File: src/rtl/pwr_seq_pkg.sv
package pwr_seq_pkg;
  typedef enum logic [2:0] {
    CMD_RUN   = 3'd0,
    CMD_TURBO = 3'd1,
    CMD_IDLE  = 3'd2,
    CMD_SLEEP = 3'd3,
    CMD_FREQ  = 3'd4
  } cmd_e;

  typedef enum logic [1:0] {
    MODE_RUN   = 2'd0,
    MODE_TURBO = 2'd1,
    MODE_IDLE  = 2'd2,
    MODE_SLEEP = 2'd3
  } mode_e;

  typedef enum logic [3:0] {
    ST_ACTIVE,
    ST_IDLE,
    ST_SR_ENTRY,
    ST_SLEEP,
    ST_WAKE_RST,
    ST_FC_REQ,
    ST_FC_HOLD,
    ST_FC_APPLY,
    ST_FC_LOCK,
    ST_FC_REL
  } state_e;
endpackage

File: src/rtl/pll_lock_model.sv
module pll_lock_model #(
  parameter int DLY_W = 4
) (
  input  logic             clk_i,
  input  logic             rst_ni,
  input  logic             start_i,
  input  logic [DLY_W-1:0] dly_i,
  output logic             locked_o
);
  logic [DLY_W-1:0] cnt_q;
  logic             locked_q;

  always_ff @(posedge clk_i or negedge rst_ni) begin
    if (!rst_ni) begin
      cnt_q    <= '0;
      locked_q <= 1'b1;
    end else if (start_i) begin
      cnt_q    <= dly_i;
      locked_q <= 1'b0;
    end else if (!locked_q) begin
      if (cnt_q == '0) locked_q <= 1'b1;
      else             cnt_q    <= cnt_q - 1'b1;
    end
  end

  assign locked_o = locked_q;
endmodule

File: src/rtl/rst_stretch.sv
module rst_stretch #(
  parameter int RST_CYC = 16
) (
  input  logic clk_i,
  input  logic rst_ni,
  input  logic start_i,
  output logic active_o,
  output logic done_o
);
  localparam int CW = $clog2(RST_CYC + 1);
  localparam logic [CW-1:0] LOAD = CW'(RST_CYC);
  localparam logic [CW-1:0] ONE  = CW'(1);

  logic [CW-1:0] cnt_q;

  always_ff @(posedge clk_i or negedge rst_ni) begin
    if (!rst_ni)             cnt_q <= '0;
    else if (start_i)        cnt_q <= LOAD;
    else if (cnt_q != '0)    cnt_q <= cnt_q - ONE;
  end

  assign active_o = (cnt_q != '0);
  assign done_o   = (cnt_q == ONE);
endmodule

File: src/rtl/pwr_mode_fsm.sv
module pwr_mode_fsm
  import pwr_seq_pkg::*;
#(
  parameter int              CFG_W   = 12,
  parameter logic [CFG_W-1:0] CFG_RST = '0
) (
  input  logic             clk_i,
  input  logic             rst_ni,
  input  logic             req_valid_i,
  input  logic [2:0]       req_cmd_i,
  input  logic [CFG_W-1:0] cfg_i,
  input  logic             irq_i,
  input  logic             wake_i,
  input  logic             mem_ack_i,
  input  logic             pll_locked_i,
  input  logic             stretch_done_i,
  output logic             lock_start_o,
  output logic             stretch_start_o,
  output logic             core_clk_en_o,
  output logic             turbo_sel_o,
  output logic [1:0]       mode_o,
  output logic [CFG_W-1:0] pll_cfg_o,
  output logic             mem_hold_o,
  output logic             mem_sr_o,
  output logic             pwr_down_o,
  output logic             fc_busy_o
);
  state_e           state_q, state_d;
  logic             turbo_q;
  logic             pend_v_q;
  logic [2:0]       pend_cmd_q;
  logic [CFG_W-1:0] cfg_q;

  logic       cmd_ok, in_fc, act_v;
  logic [2:0] act_cmd;

  assign cmd_ok  = req_valid_i && (req_cmd_i <= CMD_FREQ);
  assign in_fc   = state_q inside {ST_FC_REQ, ST_FC_HOLD, ST_FC_APPLY, ST_FC_LOCK, ST_FC_REL};
  // held request has priority over a fresh one in the replay cycle
  assign act_v   = pend_v_q | cmd_ok;
  assign act_cmd = pend_v_q ? pend_cmd_q : req_cmd_i;

  always_comb begin
    state_d = state_q;
    unique case (state_q)
      ST_ACTIVE: if (act_v) begin
        case (act_cmd)
          CMD_IDLE:  state_d = ST_IDLE;
          CMD_SLEEP: state_d = ST_SR_ENTRY;
          CMD_FREQ:  state_d = ST_FC_REQ;
          default:   state_d = ST_ACTIVE;
        endcase
      end
      ST_IDLE:     if (irq_i || wake_i)  state_d = ST_ACTIVE;
      ST_SR_ENTRY: if (mem_ack_i)        state_d = ST_SLEEP;
      ST_SLEEP:    if (wake_i)           state_d = ST_WAKE_RST;
      ST_WAKE_RST: if (stretch_done_i)   state_d = ST_ACTIVE;
      ST_FC_REQ:                         state_d = ST_FC_HOLD;
      ST_FC_HOLD:  if (mem_ack_i)        state_d = ST_FC_APPLY;
      ST_FC_APPLY:                       state_d = ST_FC_LOCK;
      ST_FC_LOCK:  if (pll_locked_i)     state_d = ST_FC_REL;
      ST_FC_REL:                         state_d = ST_ACTIVE;
      default:                           state_d = ST_ACTIVE;
    endcase
  end

  always_ff @(posedge clk_i or negedge rst_ni) begin
    if (!rst_ni) begin
      state_q    <= ST_ACTIVE;
      turbo_q    <= 1'b0;
      pend_v_q   <= 1'b0;
      pend_cmd_q <= '0;
      cfg_q      <= CFG_RST;
    end else begin
      state_q <= state_d;
      if (state_q == ST_ACTIVE && act_v) begin
        if (act_cmd == CMD_RUN)   turbo_q <= 1'b0;
        if (act_cmd == CMD_TURBO) turbo_q <= 1'b1;
      end
      if (state_q == ST_WAKE_RST && stretch_done_i) turbo_q <= 1'b0;
      if (in_fc && cmd_ok) begin
        pend_v_q   <= 1'b1;
        pend_cmd_q <= req_cmd_i;
      end else if (state_q == ST_ACTIVE || state_q == ST_WAKE_RST) begin
        pend_v_q <= 1'b0;
      end
      if (state_q == ST_FC_APPLY) cfg_q <= cfg_i;
    end
  end

  assign lock_start_o    = (state_q == ST_FC_APPLY);
  assign stretch_start_o = (state_q == ST_SLEEP) && wake_i;

  assign core_clk_en_o = state_q inside {ST_ACTIVE, ST_FC_REQ, ST_FC_HOLD, ST_FC_REL};
  assign mem_hold_o    = state_q inside {ST_FC_HOLD, ST_FC_APPLY, ST_FC_LOCK};
  assign mem_sr_o      = state_q inside {ST_SR_ENTRY, ST_SLEEP, ST_WAKE_RST};
  assign pwr_down_o    = (state_q == ST_SLEEP);
  assign fc_busy_o     = state_q inside {ST_FC_REQ, ST_FC_HOLD, ST_FC_APPLY, ST_FC_LOCK};
  assign turbo_sel_o   = turbo_q;
  assign pll_cfg_o     = cfg_q;

  always_comb begin
    if (state_q == ST_IDLE)
      mode_o = MODE_IDLE;
    else if (state_q inside {ST_SR_ENTRY, ST_SLEEP, ST_WAKE_RST})
      mode_o = MODE_SLEEP;
    else
      mode_o = turbo_q ? MODE_TURBO : MODE_RUN;
  end
endmodule

File: src/rtl/pwr_mode_seq.sv
module pwr_mode_seq
  import pwr_seq_pkg::*;
#(
  parameter int               CFG_W   = 12,
  parameter logic [CFG_W-1:0] CFG_RST = '0,
  parameter int               DLY_W   = 4,
  parameter int               RST_CYC = 16
) (
  input  logic             clk_i,
  input  logic             rst_ni,
  input  logic             req_valid_i,
  input  logic [2:0]       req_cmd_i,
  input  logic [CFG_W-1:0] cfg_i,
  input  logic [DLY_W-1:0] lock_dly_i,
  input  logic             irq_i,
  input  logic             wake_i,
  input  logic             mem_ack_i,
  output logic             core_clk_en_o,
  output logic             turbo_sel_o,
  output logic [1:0]       mode_o,
  output logic [CFG_W-1:0] pll_cfg_o,
  output logic             pll_locked_o,
  output logic             mem_hold_o,
  output logic             mem_sr_o,
  output logic             pwr_down_o,
  output logic             rst_req_o,
  output logic             fc_busy_o
);
  logic lock_start, stretch_start, stretch_done;

  pwr_mode_fsm #(
    .CFG_W  (CFG_W),
    .CFG_RST(CFG_RST)
  ) u_fsm (
    .clk_i          (clk_i),
    .rst_ni         (rst_ni),
    .req_valid_i    (req_valid_i),
    .req_cmd_i      (req_cmd_i),
    .cfg_i          (cfg_i),
    .irq_i          (irq_i),
    .wake_i         (wake_i),
    .mem_ack_i      (mem_ack_i),
    .pll_locked_i   (pll_locked_o),
    .stretch_done_i (stretch_done),
    .lock_start_o   (lock_start),
    .stretch_start_o(stretch_start),
    .core_clk_en_o  (core_clk_en_o),
    .turbo_sel_o    (turbo_sel_o),
    .mode_o         (mode_o),
    .pll_cfg_o      (pll_cfg_o),
    .mem_hold_o     (mem_hold_o),
    .mem_sr_o       (mem_sr_o),
    .pwr_down_o     (pwr_down_o),
    .fc_busy_o      (fc_busy_o)
  );

  pll_lock_model #(.DLY_W(DLY_W)) u_pll (
    .clk_i   (clk_i),
    .rst_ni  (rst_ni),
    .start_i (lock_start),
    .dly_i   (lock_dly_i),
    .locked_o(pll_locked_o)
  );

  rst_stretch #(.RST_CYC(RST_CYC)) u_rst (
    .clk_i   (clk_i),
    .rst_ni  (rst_ni),
    .start_i (stretch_start),
    .active_o(rst_req_o),
    .done_o  (stretch_done)
  );
endmodule

File: config.mk
export PLATFORM = sky130hd
export DESIGN_NAME = pwr_mode_seq
export DESIGN_NICKNAME = d
export VERILOG_FILES = /design/src/rtl/pwr_seq_pkg.sv /design/src/rtl/pll_lock_model.sv /design/src/rtl/rst_stretch.sv /design/src/rtl/pwr_mode_fsm.sv /design/src/rtl/pwr_mode_seq.sv
export SDC_FILE = /design/constraint.sdc
export NUM_CORES = 1
export LEC_CHECK = 0
export BUFFER_PORTS_ARGS = -buffer_cell sky130_fd_sc_hd__buf_2
export CAP_MARGIN = 30
export CORE_ASPECT_RATIO = 2
export CORE_MARGIN = 2
export CORE_UTILIZATION = 50
export CTS_CLUSTER_DIAMETER = 30
export DETAILED_ROUTE_END_ITERATION = 10
export PLACE_DENSITY = 0.88
export REMOVE_ABC_BUFFERS = 1
export SYNTH_ARGS = -nofsm -noshare
export SYNTH_HDL_FRONTEND = slang
export SYNTH_SLANG_ARGS = --single-unit
File: constraint.sdc
create_clock -name clk_i -period 1.9 [get_ports clk_i]
set_input_delay 0.095 -clock clk_i [delete_from_list [all_inputs] [get_ports clk_i]]
set_output_delay 0.095 -clock clk_i [all_outputs]
set_load 0.01 [all_outputs]
==> results of run 1 <==
-- kinds of logic (layout without fill, tap and decap cells) --
family | after synthesis | in the layout | synth area share
xor gates and xnor gates | 10 | 10 | 0.04882
muxes | 18 | 18 | 0.1109
and+or+nand+nor | 61 | 61 | 0.1918
buffers and inverters | 18 | 66 | 0.05648
adders and majority gates | 3 | 3 | 0.02092
AOI/OAI and AO/OA | 39 | 39 | 0.1381
DFF | 31 | 31 | 0.4331
-- synth_stat cells, types with 3 or more instances --
cell | count | area share
dfrtp_1 | 30 | 0.42
mux2_1 | 15 | 0.094
nor2_1 | 15 | 0.031
a21oi_1 | 12 | 0.033
nand2_1 | 11 | 0.023
xnor2_1 | 8 | 0.039
nand2b_1 | 6 | 0.021
o21ai_1 | 6 | 0.017
inv_1 | 5 | 0.010
o21ai_0 | 5 | 0.014
nor3b_1 | 4 | 0.017
buf_2 | 3 | 0.0084
buf_4 | 3 | 0.013
ha_1 | 3 | 0.021
mux2i_1 | 3 | 0.017
nor2_2 | 3 | 0.010
nor3_1 | 3 | 0.0084
-- routing by layer --
metal  up-vias  GRT usage
met2        48     0.3725
met4         0     0.1429
met3        15    0.05918
met1       727     0.1992
li1        722          -
met5         -          0
-- state kept, by name, indices dropped and copies added (netlist names) --
signal,flops
u_fsm.pend_v_q,1
u_fsm.state_q,4
u_fsm.pll_cfg_o,12
u_rst.cnt_q,5
u_pll.cnt_q,4
u_pll.locked_o,1
u_fsm.turbo_sel_o,1
u_fsm.pend_cmd_q,3
-- area by class of cell --
type / instances / area (µm²)
multi-input cells: 131 / 937.1
inverters: 7 / 26.28
repair buffers: 51 / 270.3
clock buffers: 6 / 82.58
clock inverters: 2 / 35.03
fillers: 289 / 1226
flip-flops and latches: 31 / 778.2
well taps: 48 / 60.06
-- worst max path at each step --
stage / endpoint / cells after the start
finish: u_fsm.state_q[2]$_DFFE_PN0P_ / 7
global route: u_fsm.state_q[2]$_DFFE_PN0P_ / 7
CTS: u_fsm.state_q[2]$_DFFE_PN0P_ / 7
detailed placement: u_fsm.state_q[2]$_DFFE_PN0P_ / 7
global placement: u_fsm.state_q[2]$_DFFE_PN0P_ / 7
floorplan: u_fsm.pll_cfg_o[0]$_DFFE_PN0P_ / 4
-- through the flow --
step	worst slack [ns]	power [mW]	instances	hold slack [ns]
6_report	0.1017	3.337	276	0.01658
2_1_floorplan	-0.07050	2.150	169	-0.2006
4_1_cts	0.07906	3.326	276	0.01823
3_3_place_gp	0.1593	2.593	267	0.1728
3_5_place_dp	0.09927	2.649	267	0.1793
5_1_grt	-0.04815	3.596	276	0.01474
-- what timing repair did --
item	in CTS	in global routing
endpoints found under the setup margin	0	6
setup buffers	0	0
endpoints found under the hold margin	30	0
hold buffers	1	0
gates resized for setup	0	6
-- report_power, final --
group / switching [mW] / internal (mW)
Clock: 0.249 / 0.424
Combinational: 0.735 / 0.697
Sequential: 0.275 / 0.957
-- cell usage in the layout, fill, tap and decap left out, types with 2 or more instances in the layout --
cell,count
mux2_1,15
xnor2_1,8
nor3b_1,3
a211oi_1,2
nor2_2,4
nand3_1,2
nand4b_1,2
dfrtp_1,29
ha_1,3
buf_4,4
o211ai_1,2
a21oi_1,12
and3_1,2
nor2_1,14
inv_2,2
o21ai_0,5
xor2_1,2
clkbuf_8,6
nand2_1,11
nor3_1,3
buf_2,46
mux2i_1,3
nand2b_1,6
o21ai_1,6
inv_1,4
-- worst register-to-register path: stages (launching register included) --
cell,delay [ns]
dfrtp_1,0.40
inv_2,0.07
ha_1,0.12
or4b_4,0.48
a211oi_4,0.23
o21a_2,0.18
a21boi_2,0.15
nor2_1,0.05
==> run metrics, run 1 <==
r2r worst-path depth 7; Leakage 1.013 nW; first-pass GRT wire length 6.127 mm; die width 46.36 µm; VDD IR-drop max 0.8188 mV; Synth async-reset ratio 1.000; Seq/Total Area, Yosys 0.4331; CP startpoint u_rst.cnt_q[1]$_DFFE_PN0P_; metal2 WL 2.232 mm; clock tree buffer depth 2; worst hold path class in2reg; Final Hold Fails 0; crit start category flop; initial antenna violation count 0; DRC viols 0; Seq cells post-synth 31; Inserted Clock Buffers 5; layout cell share with drive strength beyond 1 0.3246; CP Buf/Inv Count 1; Worst-Margin Slew 0.6860 ns; later-pin clock latency in the skew report 0.29 ns; launch point of the worst reg-to-reg path u_rst.cnt_q[1]$_DFFE_PN0P_; post-route clock period utilization 0.9465; IO buf count 46; die area 4113 µm²; Highest Signal Layer met4; Synth Instances 180; largest net degree at the start of global routing 32; GPL Wtd Cong 0.8553; hold path endpoint u_fsm.pll_cfg_o[7]$_DFFE_PN0P_; WL final 3.923 mm; I/O pin cnt 47; Fmax 0.5561 GHz; Antenna Nets Post-Route 0; initial core utilization 0.5253; Pwr Density 1524 nW/µm²; routed length per instance 14.21 µm; Synth Cell Area 1794 µm²; DRT Pass-1 Iters 4; htree depth 2; core area 3416 µm²; CP max-delay cell or4b_4; WS Path Type reg2reg; Critical Path Max Stage Delay 0.48 ns; Distinct cells, synth 53; Crit. End Element flop; hold path start cfg_i[7]; Diodes inserted 0; vias in the first global route 1448; reg-to-reg slack, setup 0.10 ns; Area growth, synth to finish 22.04%; Total GRT Usage 0.2124; status completed; Hold Path Depth 2; final setup fails 0; DRT met1 WL 1.332 mm; Synth Area per Inst 9.968 µm²; Layout Utilization 0.6410; Avg Vias per Cell 5.478; Worst Path Arrival 1.97 ns; Sink Count 31; met3 WL 165 µm; critical path required time 2.07 ns; clock period minus worst slack 1.798 ns; CP delay by family, top compound AO/OA/AOI/OAI gates; setup TNS 0 ns; number of synthesized flops with an enable pin 0; final instance area 2190 µm²; Clock Pin Slew Worst Setup and Hold Paths 0.07 ns; # rows 30; grt total ovfl 0; DR iter-0 viols 40; die height 88.72 µm; placed cell area 2039 µm²; vias after detailed routing 1512; Crit Path Max Fanout 3; DP Wirelength 2.939 mm; CP cell instances inv_2, ha_1, or4b_4, a211oi_4, o21a_2, a21boi_2, nor2_1; CTS tree built; root buf cell clkbuf_8; Max Cap Viol 0; Slew HR 0.5427; Slew Limit Fails 0; Crit Reg-Reg Endpoint u_fsm.state_q[2]$_DFFE_PN0P_; Max Clock Skew 0.007820 ns; top_reg_cell synth dfrtp_1; synth warn 0; RSZ-0062 raised after global routing yes; # nets final 255
No activity file was read; power rests on OpenSTA's default activity.
==> run 2: changes to the inputs <==
Settings changed: PLACE_DENSITY 0.88 to 0.76.
==> run 2 against run 1 <==
Compared with the run above:
- first-iteration DRC count decreased by 40%
- clock skew decreased by 0.0020 ns
- setup slack improved by 0.0078 ns
- core utilization decreased by 0.33 points
- register-to-register slack about the same
- combinational power about the same
- final area decreased by 0.51%
- sequential share of layout area increased by 0.13 points
- non-clock buffer count increased by 4
==> run metrics, run 2 (synthesized netlist as in run 1, its figures left out) <==
htree depth 2; setup TNS 0 ns; Slew Limit Fails 0; cell-internal power 1.922 mW; Worst-Margin Slew 0.6761 ns; later-pin clock latency in the skew report 0.28 ns; IO buf count 46; non-filler cells, final 280; GPL Wtd Cong 0.9594; root buf cell clkbuf_8; die height 88.72 µm; routed length per instance 13.30 µm; Layout Utilization 0.6377; WS Path Type reg2reg; worst hold margin 0.01981 ns; most frequent cells in the layout buf_2, dfrtp_1, nor2_1, mux2_1, a21oi_1; clock tree buffer depth 2; Hold Path Depth 2; Worst Path Arrival 1.97 ns; clock power share 0.157; largest net degree at the start of global routing 32; dpl cells 271; initial antenna violation count 0; CP Buf/Inv Count 1; worst hold path class in2reg; first-pass GRT wire length 6.313 mm; Antenna Nets Post-Route 0; DRC viols 0; NetSw 1.227 mW; layout cell share with drive strength beyond 1 0.3060; max reg flops 12; RSZ-0062 raised after global routing no; Crit. End Element flop; VDD IR-drop max 0.8768 mV; Inserted Clock Buffers 5; vias in the first global route 1490; Max Cap Viol 0; hold path endpoint u_fsm.pll_cfg_o[6]$_DFFE_PN0P_; DRT Pass-1 Iters 4; combinational power share 0.449; DR iter-0 viols 24; reg-to-reg slack, setup 0.11 ns; Total GRT Usage 0.2152; DP Wirelength 2.871 mm; Leakage 1.015 nW; Sink Count 31; CTS tree built; launch point of the worst reg-to-reg path u_rst.cnt_q[1]$_DFFE_PN0P_; Clock Pin Slew Worst Setup and Hold Paths 0.07 ns; met1 usage 0.2309; crit start category flop; met2 Usage GRT 0.3636; GR Util met3 0.04694; Pwr Density 1445 nW/µm²; Slew HR 0.5493; status completed; CP cell instances inv_1, ha_1, or4b_4, a211oi_2, o21a_2, a21boi_2, nor2_1; Reg power frac 0.394; die area 4113 µm²; Critical Path Max Stage Delay 0.46 ns; sw frac 0.3897; Max Clock Skew 0.005771 ns; final setup fails 0; CP max-delay cell or4b_4; I/O pin cnt 47; most common cell after layout, fill and taps aside buf_2; GR peak layer met2; initial core utilization 0.5253; # rows 30; Post-CTS Setup Bufs 0; r2r worst-path depth 7; Area growth, synth to finish 21.41%; Crit Reg-Reg Endpoint u_fsm.state_q[2]$_DFFE_PN0P_; Diodes inserted 0; fillcell total 290; core area 3416 µm²; clock period minus worst slack 1.791 ns; critical path required time 2.08 ns; Crit Path Max Fanout 3; Avg Vias per Cell 5.311; vias after detailed routing 1487; die width 46.36 µm; CP delay by family, top compound AO/OA/AOI/OAI gates; Power Total 3.149 mW; Final Hold Fails 0; grt total ovfl 0; # nets final 259; Fmax 0.5585 GHz; WL final 3.723 mm; post-route clock period utilization 0.9424; hold path start cfg_i[6]
run 2: cell type report:
type	instances	area [µm²]	share of cell area
clock inverter	1	5.005	0.002298
tap	48	60.06	0.02757
timing repair buffer	55	312.8	0.1436
inverter	7	26.28	0.01206
clock buffer	7	76.32	0.03504
sequential	31	777.0	0.3567
multi-input combinational	131	920.9	0.4227
run 2: power groups by stage:
stage                     Combinational [mW]  Clock, mW  Sequential, mW
after floorplan                        0.869          0            1.28
after global placement                  1.40          0            1.23
after detailed placement                1.42          0            1.24
after CTS                               1.43      0.509            1.23
after global routing                    1.59      0.539            1.29
final                                   1.41      0.495            1.24
run 2: worst max path at each step:
stage	cells past startpoint	slack, ns	startpoint	endpoint
global placement	7	0.15	u_rst.cnt_q[1]$_DFFE_PN0P_	u_fsm.state_q[2]$_DFFE_PN0P_
finish	7	0.11	u_rst.cnt_q[1]$_DFFE_PN0P_	u_fsm.state_q[2]$_DFFE_PN0P_
detailed placement	7	0.11	u_rst.cnt_q[1]$_DFFE_PN0P_	u_fsm.state_q[2]$_DFFE_PN0P_
floorplan	4	-0.07	u_fsm.state_q[2]$_DFFE_PN0P_	u_fsm.pll_cfg_o[0]$_DFFE_PN0P_
global route	7	0.008	u_rst.cnt_q[1]$_DFFE_PN0P_	u_fsm.state_q[2]$_DFFE_PN0P_
CTS	7	0.10	u_rst.cnt_q[1]$_DFFE_PN0P_	u_fsm.state_q[2]$_DFFE_PN0P_
run 2: repair_timing:
action,4_1_cts,5_1_grt
endpoints found under the hold margin,30,0
hold buffers,1,0
endpoints found under the setup margin,0,1
gates resized for setup,0,1
run 2: through the flow:
stage / cell area (µm²) / setup WS (ns)
after floorplan: 1719 / -0.07050
after global placement: 2082 / 0.1509
after detailed placement: 2082 / 0.1134
after CTS: 2173 / 0.1010
after global routing: 2178 / 0.007651
final: 2178 / 0.1095
run 2: per-layer routing:
metal  share of wire  vias to the layer above
li1                -                      730
met2            0.53                       40
met4           0.037                        0
met3           0.041                       11
met5               0                        -
met1            0.39                      706
==> run 3: changes to the inputs <==
Settings changed: HOLD_SLACK_MARGIN from default to 0.03, PLACE_DENSITY 0.76 to 0.77, SYNTH_HIERARCHICAL from default to 1.
Clock period 1.9 ns to 2.2 ns, I/O delays scaled along.
==> run 3 against run 2 <==
Compared with the run above:
- combinational power shrank 16%
- largest power group unchanged
- highest routed layer unchanged
- total power shrank 8.9%
- sequential share of layout area grew 1.4 points
- routed wire length shrank 0.54%
- core utilization shrank 1.1 points
- first-iteration DRC count shrank 33%
- area after synthesis shrank 3.2%
- clock power grew 15%
- count of clock-buffer cells in the layout shrank 1
==> run metrics, run 3 <==
status completed; Sink Count 31; Avg Vias per Cell 5.774; DP Worst Slack 0.4117 ns; setup ws final 0.3994 ns; crit start category flop; Synth Cell Area 1737 µm²; Inserted Clock Buffers 5; Worst Path Arrival 2.01 ns; number of synthesized flops with an enable pin 0; I/O pin cnt 47; CP Buf/Inv Count 1; # nets final 247; Power Total 2.869 mW; most frequent cells in the layout buf_2, dfrtp_1, mux2_2; Diodes inserted 0; grt total ovfl 0; Post-CTS Setup Bufs 0; clock tree buffer depth 2; Synth Instances 171; die height 87.35 µm; Leakage 1.003 nW; max reg flops 12; most frequent CP cell nand3_1; die width 45.68 µm; htree depth 2; largest net degree at the start of global routing 32; Fmax 0.5554 GHz; root buf cell clkbuf_8; synth top area cells dfrtp_1, mux2_2, a21oi_1; CP delay by family, top simple AND/OR/NAND/NOR gates; Synth async-reset ratio 1.000; Total GRT Usage 0.2167; VDD IR-drop max 1.343 mV; Synth Area per Inst 10.16 µm²; worst hold margin 0.05475 ns; Max Cap Viol 0; setup TNS 0 ns; Antenna Nets Post-Route 0; Distinct cells, synth 49; CTS tree built; DR iter-0 viols 16; IO buf count 46; most common cell in the netlist dfrtp_1; initial core utilization 0.5199; DRC viols 0; Crit Path Max Fanout 15; Synth top area share 0.4323; GPL Wtd Cong 0.9159; die area 3989 µm²; final instance area 2095 µm²; post-route clock period utilization 0.8184; first-pass GRT wire length 6.168 mm; WS Path Type reg2reg; Seq/Total Area, Yosys 0.4474; Critical Path Max Stage Delay 0.58 ns; Slew HR 0.5529; placed cell area 1967 µm²; vias in the first global route 1381; later-pin clock latency in the skew report 0.28 ns; Pwr Density 1370 nW/µm²; final setup fails 0; critical path required time 2.41 ns; vias after detailed routing 1455; CP max-delay cell dfrtp_1; CP cell instances and2b_1, nand3_1, inv_1, or4_1, nand3_1; Clock Pin Slew Worst Setup and Hold Paths 0.06 ns; routed length per instance 14.69 µm; layout cell share with drive strength beyond 1 0.3591; post-cts sizing count 0; Seq cells post-synth 31; worst hold path class in2reg; Area growth, synth to finish 20.61%; RSZ-0062 raised after global routing no; # rows 30; Slew Limit Fails 0; Final Hold Fails 0; synth warn 6; top_reg_cell synth dfrtp_1; WL final 3.703 mm; Max Clock Skew 0.005895 ns; core area 3341 µm²; DRT Pass-1 Iters 4; most common cell after layout, fill and taps aside buf_2; Worst-Margin Slew 0.6707 ns; Synth top cells by count dfrtp_1, mux2_2, nand2_1; DP Wirelength 2.789 mm; Synth area leader dfrtp_1; clock period minus worst slack 1.801 ns; initial antenna violation count 0; Crit. End Element flop
run 3: cell types whose count changed after synthesis, moves of 3 or more:
cell | previous run | this run
o21ai_1 | 6 | 1
nand2b_1 | 6 | 1
a31oi_1 | 1 | 5
nor2_1 | 15 | 12
or3_1 | 1 | 4
inv_1 | 5 | 11
nor2_2 | 3 | 0
mux2_2 | 0 | 16
mux2_1 | 15 | 0
xnor2_1 | 8 | 1
run 3: through the flow:
stage | utilization | std cells
after floorplan | - | 163
after global placement | 0.5888 | 243
after detailed placement | 0.5888 | 243
after CTS | 0.6270 | 252
after global routing | 0.6270 | 252
final | 0.6270 | 252
run 3: area by class of cell:
cell class | instances | area [µm²]
Multi-Input combinational cell | 121 | 863.3
Sequential cell | 31 | 777.0
Clock inverter | 2 | 35.03
Clock buffer | 6 | 82.58
Inverter | 11 | 41.29
Fill cell | 287 | 1246
Tap cell | 32 | 40.04
Timing Repair Buffer | 49 | 255.2
run 3: report_power, final:
| group | switching, mW | total [mW] | internal (mW) | leakage (nW) |
|---|---|---|---|---|
| combinational | 0.596 | 1.19 | 0.599 | 0.564 |
| sequential | 0.265 | 1.11 | 0.843 | 0.377 |
| clock | 0.201 | 0.567 | 0.366 | 0.0612 |
| total | 1.06 | 2.87 | 1.81 | 1.00 |
run 3: worst paths after layout:
check                      cells after the start                      startpoint  slack, ns                         endpoint
setup / recovery                               5    u_fsm/state_q[3]$_DFFE_PN0P_       0.40       u_pll/cnt_q[1]$_DFFE_PN0P_
hold / removal                                 3                   lock_dly_i[2]       0.05       u_pll/cnt_q[2]$_DFFE_PN0P_
setup reg to reg                               5    u_fsm/state_q[3]$_DFFE_PN0P_       0.40       u_pll/cnt_q[1]$_DFFE_PN0P_
hold reg to reg                                1  u_fsm/pll_cfg_o[2]$_DFFE_PN0P_       0.50   u_fsm/pll_cfg_o[2]$_DFFE_PN0P_
max in group asynchronous                      2                          rst_ni       1.36       u_rst/cnt_q[1]$_DFFE_PN0P_
min in group asynchronous                      2                          rst_ni       0.40  u_fsm/pend_cmd_q[1]$_DFFE_PN0P_
run 3: cell families (layout without fill, tap and decap cells):
family | after synthesis | in the layout | synth area share
compound gates | 34 | 34 | 0.1290
xor+xnor | 4 | 4 | 0.02018
fa+ha+maj | 3 | 3 | 0.02162
buf+inv | 19 | 68 | 0.05547
flops | 31 | 31 | 0.4474
mux | 18 | 18 | 0.1153
simple gates | 62 | 62 | 0.2111
run 3: layer usage:
layer | routed length, µm | global-route usage
met1 | 1378 | 0.2368
met2 | 2016 | 0.3560
met3 | 162 | 0.04979
met4 | 145 | 0.1390
met5 | 0 | 0
run 3: repair_timing:
action,4_1_cts,5_1_grt
endpoints found under the setup margin,0,0
hold buffers,1,0
hold endpoints to repair,30,0
run 3: worst register-to-register path, stage by stage, from the launching register on:
cell and delay, ns:
dfrtp_1 0.58, and2b_1 0.28, nand3_1 0.11, inv_1 0.14
or4_1 0.54, nand3_1 0.10
